## src/rtl/ptimer_pkg.sv

```systemverilog
package ptimer_pkg;

    localparam int CNT_W    = 16;
    localparam int N_MATCH  = 3;
    localparam int PSC_N_W  = 4;
    localparam int CTRL_W   = 6;
    localparam int ZERO_BIT = 4;

    // control word layout, bit 5 down to bit 0
    typedef struct packed {
        logic spare;
        logic zero;
        logic match_on;
        logic down;
        logic intv_mode;
        logic halt;
    } cnt_ctrl_t;

    localparam cnt_ctrl_t CTRL_RESET = '{spare: 1'b1, zero: 1'b0, match_on: 1'b0,
                                         down: 1'b0, intv_mode: 1'b0, halt: 1'b1};

    typedef struct packed {
        logic [PSC_N_W-1:0] shift;
        logic               on;
    } clk_cfg_t;

    // status bit positions as a function of comparator count
    function automatic int wrap_bit(input logic intv_mode, input int n_match);
        return intv_mode ? 0 : n_match + 1;
    endfunction

endpackage

```

## src/rtl/ptimer_prescaler.sv

```systemverilog
module ptimer_prescaler #(
    parameter int SHIFT_W = ptimer_pkg::PSC_N_W
) (
    input  logic               clk,
    input  logic               rst,
    input  logic               run,
    input  logic               restart,
    input  logic               div_on,
    input  logic [SHIFT_W-1:0] shift,
    output logic               tick
);
    localparam int DIV_W = (1 << SHIFT_W) + 1;

    logic [DIV_W-1:0] div_q;
    logic [DIV_W-1:0] period;
    logic [DIV_W-1:0] limit;
    logic             at_end;

    always_comb begin
        period = DIV_W'(1) << (int'(shift) + 1);
        limit  = period - DIV_W'(1);
        at_end = (div_q >= limit);
        tick   = run && (!div_on || at_end);
    end

    always_ff @(posedge clk) begin
        if (rst || restart) begin
            div_q <= '0;
        end else if (!div_on) begin
            div_q <= '0;
        end else if (run) begin
            div_q <= at_end ? '0 : div_q + DIV_W'(1);
        end
    end

    AST_FULL_PERIOD: assert property (@(posedge clk) disable iff (rst)
        (restart && div_on) ##1 (div_on && !restart) |-> !tick);

endmodule

```

## src/rtl/ptimer_counter.sv

```systemverilog
module ptimer_counter #(
    parameter int CNT_W = ptimer_pkg::CNT_W
) (
    input  logic             clk,
    input  logic             rst,
    input  logic             step,
    input  logic             zero,
    input  logic             down,
    input  logic             intv_mode,
    input  logic [CNT_W-1:0] limit,
    output logic [CNT_W-1:0] cnt,
    output logic [CNT_W-1:0] nxt,
    output logic             wrap
);
    logic [CNT_W-1:0] cnt_q;
    logic [CNT_W-1:0] top;
    logic             at_edge;

    always_comb begin
        top     = intv_mode ? limit : '1;
        nxt     = cnt_q;
        at_edge = 1'b0;
        if (down) begin
            if (cnt_q == '0) begin
                nxt     = top;
                at_edge = 1'b1;
            end else if (cnt_q > top) begin
                nxt = top;
            end else begin
                nxt = cnt_q - CNT_W'(1);
            end
        end else begin
            if (cnt_q >= top) begin
                nxt     = '0;
                at_edge = 1'b1;
            end else begin
                nxt = cnt_q + CNT_W'(1);
            end
        end
        wrap = step && at_edge;
    end

    always_ff @(posedge clk) begin
        if (rst || zero) begin
            cnt_q <= '0;
        end else if (step) begin
            cnt_q <= nxt;
        end
    end

    assign cnt = cnt_q;

    AST_ZERO_CLEARS: assert property (@(posedge clk) disable iff (rst)
        zero |=> (cnt_q == '0));
    AST_INTV_RANGE: assert property (@(posedge clk) disable iff (rst)
        (step && intv_mode && !zero) |=> (cnt_q <= $past(limit)));
    AST_UP_BY_ONE: assert property (@(posedge clk) disable iff (rst)
        (step && !zero && !down && !at_edge) |=> (cnt_q == CNT_W'($past(cnt_q) + CNT_W'(1))));

endmodule

```

## src/rtl/ptimer_flags.sv

```systemverilog
module ptimer_flags #(
    parameter int CNT_W   = ptimer_pkg::CNT_W,
    parameter int N_MATCH = ptimer_pkg::N_MATCH
) (
    input  logic                     clk,
    input  logic                     rst,
    input  logic                     step,
    input  logic                     match_on,
    input  logic                     intv_mode,
    input  logic [CNT_W-1:0]         limit,
    input  logic [CNT_W-1:0]         nxt,
    input  logic                     wrap,
    input  logic [N_MATCH*CNT_W-1:0] match_vals,
    input  logic                     clr,
    input  logic [N_MATCH+2:0]       irq_mask,
    output logic [N_MATCH+2:0]       status,
    output logic                     irq
);
    localparam int ST_W = N_MATCH + 3;

    logic [N_MATCH-1:0] hit;
    logic [ST_W-1:0]    set_v;
    logic [ST_W-1:0]    st_q;

    for (genvar i = 0; i < N_MATCH; i++) begin : g_cmp
        logic [CNT_W-1:0] mv;
        assign mv     = match_vals[i*CNT_W +: CNT_W];
        assign hit[i] = step && match_on && (nxt == mv) && (!intv_mode || mv <= limit);
    end

    always_comb begin
        set_v              = '0;
        set_v[N_MATCH:1]   = hit;
        if (wrap) begin
            set_v[ptimer_pkg::wrap_bit(intv_mode, N_MATCH)] = 1'b1;
        end
    end

    always_ff @(posedge clk) begin
        if (rst) begin
            st_q <= '0;
        end else begin
            st_q <= (clr ? '0 : st_q) | set_v;
        end
    end

    assign status = st_q;
    assign irq    = |(st_q & irq_mask);

    AST_STICKY: assert property (@(posedge clk) disable iff (rst)
        !clr |=> ((st_q & $past(st_q)) == $past(st_q)));
    AST_EVENT_WINS: assert property (@(posedge clk) disable iff (rst)
        (clr && wrap && intv_mode) |=> st_q[0]);
    AST_EVT_RESERVED: assert property (@(posedge clk) disable iff (rst)
        1'b1 |=> !st_q[ST_W-1]);

endmodule

```

## src/rtl/ptimer_channel.sv

```systemverilog
module ptimer_channel
    import ptimer_pkg::*;
#(
    parameter int CNT_W   = ptimer_pkg::CNT_W,
    parameter int N_MATCH = ptimer_pkg::N_MATCH,
    parameter int SHIFT_W = ptimer_pkg::PSC_N_W
) (
    input  logic                     clk,
    input  logic                     rst,
    input  logic [SHIFT_W:0]         clk_cfg,
    input  logic                     ctrl_wr,
    input  logic [CTRL_W-1:0]        ctrl_wdata,
    output logic [CTRL_W-1:0]        ctrl_rdata,
    input  logic [CNT_W-1:0]         limit_val,
    input  logic [N_MATCH*CNT_W-1:0] match_vals,
    input  logic [N_MATCH+2:0]       irq_mask,
    input  logic                     stat_clr,
    output logic [CNT_W-1:0]         count,
    output logic [N_MATCH+2:0]       status,
    output logic                     irq
);
    cnt_ctrl_t        ctrl_q;
    logic             zero_pulse;
    logic             run;
    logic             step;
    logic             wrap;
    logic [CNT_W-1:0] nxt;

    always_ff @(posedge clk) begin
        if (rst) begin
            ctrl_q <= CTRL_RESET;
        end else if (ctrl_wr) begin
            ctrl_q      <= cnt_ctrl_t'(ctrl_wdata);
            ctrl_q.zero <= 1'b0;
        end
    end

    assign ctrl_rdata = ctrl_q;
    assign zero_pulse = ctrl_wr && ctrl_wdata[ZERO_BIT];
    assign run        = !ctrl_q.halt && !ctrl_wr;

    ptimer_prescaler #(.SHIFT_W(SHIFT_W)) u_psc (
        .clk     (clk),
        .rst     (rst),
        .run     (run),
        .restart (zero_pulse),
        .div_on  (clk_cfg[0]),
        .shift   (clk_cfg[SHIFT_W:1]),
        .tick    (step)
    );

    ptimer_counter #(.CNT_W(CNT_W)) u_cnt (
        .clk       (clk),
        .rst       (rst),
        .step      (step),
        .zero      (zero_pulse),
        .down      (ctrl_q.down),
        .intv_mode (ctrl_q.intv_mode),
        .limit     (limit_val),
        .cnt       (count),
        .nxt       (nxt),
        .wrap      (wrap)
    );

    ptimer_flags #(.CNT_W(CNT_W), .N_MATCH(N_MATCH)) u_flags (
        .clk        (clk),
        .rst        (rst),
        .step       (step),
        .match_on   (ctrl_q.match_on),
        .intv_mode  (ctrl_q.intv_mode),
        .limit      (limit_val),
        .nxt        (nxt),
        .wrap       (wrap),
        .match_vals (match_vals),
        .clr        (stat_clr),
        .irq_mask   (irq_mask),
        .status     (status),
        .irq        (irq)
    );

    AST_HALT_COUNT: assert property (@(posedge clk) disable iff (rst)
        (ctrl_q.halt && !ctrl_wr) |=> $stable(count));
    AST_HALT_STATUS: assert property (@(posedge clk) disable iff (rst)
        (ctrl_q.halt && !ctrl_wr && !stat_clr) |=> $stable(status));
    AST_ZERO_NOT_STORED: assert property (@(posedge clk) disable iff (rst)
        ctrl_wr |=> !ctrl_rdata[ZERO_BIT]);

endmodule

```

## config.mk

```make
export PLATFORM = sky130hd
export DESIGN_NAME = ptimer_channel
export DESIGN_NICKNAME = d
export VERILOG_FILES = /design/src/rtl/ptimer_pkg.sv /design/src/rtl/ptimer_prescaler.sv /design/src/rtl/ptimer_counter.sv /design/src/rtl/ptimer_flags.sv /design/src/rtl/ptimer_channel.sv
export SDC_FILE = /design/constraint.sdc
export NUM_CORES = 1
export LEC_CHECK = 0
export BUFFER_PORTS_ARGS = -buffer_cell sky130_fd_sc_hd__buf_2
export CAP_MARGIN = 20
export CELL_PAD_IN_SITES_DETAIL_PLACEMENT = 1
export CELL_PAD_IN_SITES_GLOBAL_PLACEMENT = 2
export CORE_ASPECT_RATIO = 1.2
export CORE_MARGIN = 4
export CORE_UTILIZATION = 33
export DETAILED_ROUTE_END_ITERATION = 12
export HOLD_SLACK_MARGIN = 0.1
export PLACE_DENSITY_LB_ADDON = 0.1
export RECOVER_POWER = 50
export SLEW_MARGIN = 20
export SYNTH_ARGS = -nofsm -noshare
export SYNTH_HDL_FRONTEND = slang
export SYNTH_HIERARCHICAL = 1
export SYNTH_SLANG_ARGS = --single-unit
```

## constraint.sdc

```tcl
create_clock -name clk -period 6.01 [get_ports clk]
set_input_delay 1.5025 -clock clk [delete_from_list [all_inputs] [get_ports clk]]
set_output_delay 1.5025 -clock clk [all_outputs]
set_load 0.01 [all_outputs]
```

==> results.sh <==
export IMPL_outcome="completed"
export IMPL_rows=53
export IMPL_ioPinCount=114
export IMPL_synth_ff_type="dfxtp_1"
export IMPL_fp_dieW_um=130
export IMPL_seqCellArea_um2=861
export IMPL_synth_top_family_by_area="compound AO/OA/AOI/OAI gates"
export IMPL_critical_path_arrival_ns=5.70
export IMPL_postRouteAntennaNets=0
export IMPL_synth_most_common_cell="ha_1"
export IMPL_worstPathCellList="buf_2 -> nor2_1 -> nand2_1 -> ha_1 -> nor2b_1 -> a21oi_1 -> nor2_1 -> a21oi_1 -> ha_1 -> nand4_1 -> nor3_1 -> a2111oi_4 -> o211ai_4 -> o21a_1 -> buf_4 -> nand3b_1 -> nor4_1 -> nand4_1 -> a22oi_1"
export IMPL_synth_top_area_share_pct=18.1
export IMPL_ys_ff_latch=43
export IMPL_cp_slowest_cell="o211ai_4"
export IMPL_syn_inst=751
export IMPL_multiInputGateArea_mm2=0.00469
export IMPL_overflow=0
export IMPL_fill_cells=2195
export IMPL_hold_viol=0
export IMPL_drv_cap=0
export IMPL_start_kind="primary input"
export IMPL_die_area_mm2=0.0202
export IMPL_synth_adder_area_share_pct=18.1
export IMPL_cp_data_required_time_ns=6.23
export IMPL_ir_drop_mv=0.0937
export IMPL_cts_max_path_buffers=2
export IMPL_areaGrowthSynthToFinish_pct=12.6
export IMPL_path_clk_slew_ns=0.06
export IMPL_worstMarginPinSlew_ns=1.15
export IMPL_ys_warn_count=6
export IMPL_wl_per_cell_um=20.8
export IMPL_leakage_nw=2.76
export IMPL_synth_cell_types=78
export IMPL_clk_latency_ns=0.30
export IMPL_worstSetupPathType="in2reg"
export IMPL_grt_max_degree=24
export IMPL_start_util_pct=33.8
export IMPL_fin_crit_ns=5.47
export IMPL_cp_end_kind="register"
export IMPL_synthMuxAreaShare_pct=1.03
export IMPL_max_clock_freq_ghz=0.183
export IMPL_hold_class="reg2reg"
export IMPL_hpwl_um=18200
export IMPL_port_buffers=110
export IMPL_rsz0062_at_grt="false"
export IMPL_slowest_delay_ns=0.53
export IMPL_ys_top_cells_by_area="ha_1 18%, dfxtp_1 14%, xor2_1 6.8%, xnor2_1 6.0%, nor2_1 3.6%"
export IMPL_dpl_worst_slack_ns=0.109
export IMPL_final_setup_viol_count=0
export IMPL_synthSimpleGateAreaFrac_pct=23.2
export IMPL_path_max_fanout=19
export IMPL_via_per_inst=5.74
export IMPL_syn_area_per_cell_um2=7.91
export IMPL_gp_congestion=0.866
export IMPL_ys_seq_area_share_pct=14.5
export IMPL_die_y_um=155
export IMPL_root_buffer="clkbuf_16"
export IMPL_firstDrtPassIters=5
export IMPL_grt_pass1_wl_um=33900
export IMPL_cts_inserted_buffers=5
export IMPL_routed_wl_um=21900
export IMPL_hold_buffers=0
export IMPL_cts_setup_buffers=0
export IMPL_maxSlewViolCount=0
export IMPL_fin_skew_ns=0.00649
export IMPL_synth_xor_area_share_pct=12.8
export IMPL_clock_sinks=43
export IMPL_power_density_mw_per_mm2=137
export IMPL_cts_max_level=2
export IMPL_layout_drive_gt1_share_pct=16.1
export IMPL_fin_ws_ns=0.539
export IMPL_synth_edf_count=0
export IMPL_cts_tree="yes"
export IMPL_syn_cell_area_mm2=0.00594
export IMPL_via_count=6053
export IMPL_yosysTopAreaCell="ha_1"
export IMPL_finalSetupTns_ns=0
export IMPL_core_mm2=0.0176
export IMPL_grt_pass1_vias=6253
export IMPL_grt_usage_pct=21.3
export IMPL_relSlewSlack_pct=23.5
export IMPL_drc=0
export IMPL_period_share_pct=91.0
export IMPL_synthTopCellsByCount="86 x ha_1, 57 x nor2_1, 47 x nand2_1"
export IMPL_ys_async_sr_fraction_pct=0
export IMPL_nets=1004
export IMPL_synth_compound_area_share_pct=23.6
export IMPL_initialDrtViolationCount=330
export IMPL_antenna_found_initial=1
-- final cells by class --
| cell class | instances | area share [%] |
|---|---|---|
| Antenna cell | 1 | 0.0374 |
| Clock buffer | 6 | 2.08 |
| Clock inverter | 2 | 0.206 |
| Inverter | 36 | 2.08 |
| Multi-Input combinational cell | 630 | 70.2 |
| Sequential cell | 43 | 12.9 |
| Tap cell | 220 | 4.12 |
| Timing Repair Buffer | 117 | 8.44 |
-- final timing paths --
check,start,slack (ns),endpoint,cells past startpoint
hold reg to reg,u_flags/status[1],0.52,u_flags/status[1],2
setup / recovery,clk_cfg[4],0.54,u_flags/status[3],19
hold / removal,u_flags/status[1],0.52,u_flags/status[1],2
setup reg to reg,ctrl_rdata[1],1.48,u_flags/status[3],13
-- state kept, by name (all words and copies together), names as in the netlist --
register        count
ctrl_rdata          5
u_cnt/cnt          16
u_flags/status      5
u_psc/div_q        17
-- cell usage in the layout, fill, tap and decap left out, types with 28 or more instances in the layout --
cell type  count
xor2_1        46
xnor2_1       41
nand3_1       28
a21oi_1       32
clkbuf_1      29
ha_1          86
nand2_1       47
buf_2         82
nor2_1        57
o21ai_0       37
dfxtp_1       43
inv_1         34
-- timing repair --
| item | CTS | global route |
|---|---|---|
| hold endpoints to repair | 0 | 0 |
| endpoints found under the setup margin | 0 | 3 |
| resized for setup | 0 | 1 |
-- critical path: cells and delay by family --
kind            cells  cell delay (ns)
simple gates        9             1.76
buf+inv             2             0.47
fa+ha+maj           2             0.69
compound gates      6             1.27
-- power by group --
part / internal, mW / switching (mW)
Clock: 0.167 / 0.134
Combinational: 0.124 / 0.197
Sequential: 0.288 / 0.00921
Total: 0.579 / 0.340
-- metrics by stage --
stage               area (um2)  utilization (%)  hold WS, ns  std cells  power [mW]
finish                    6690             38.1        0.516       1055       0.919
global route              6690             38.1        0.546       1055       0.979
CTS                       6720             38.2        0.516       1054       0.935
detailed placement        6570             37.4        0.505       1046       0.624
global placement          6570             37.4        0.498       1046       0.614
floorplan                 5940                -        0.474        752       0.511
-- logic make-up after synthesis --
group	count (synthesis)
XOR/XNOR	87
other	3
multiplexers	6
AND/OR/NAND/NOR	256
buffers and inverters	79
AO/OA/AOI/OAI	191
flip-flops	43
adder cells (fa/ha/maj)	86
-- layer usage --
layer	share of wire, %	wire length [um]	vias up	GRT usage, %
li1	-	-	2961	-
met4	2.1	466	0	5.63
met2	45	9940	124	34.4
met1	48	10400	2947	29.9
met5	0	0	-	0
met3	5.0	1100	21	2.64
No activity file was read; power rests on OpenSTA's default activity.
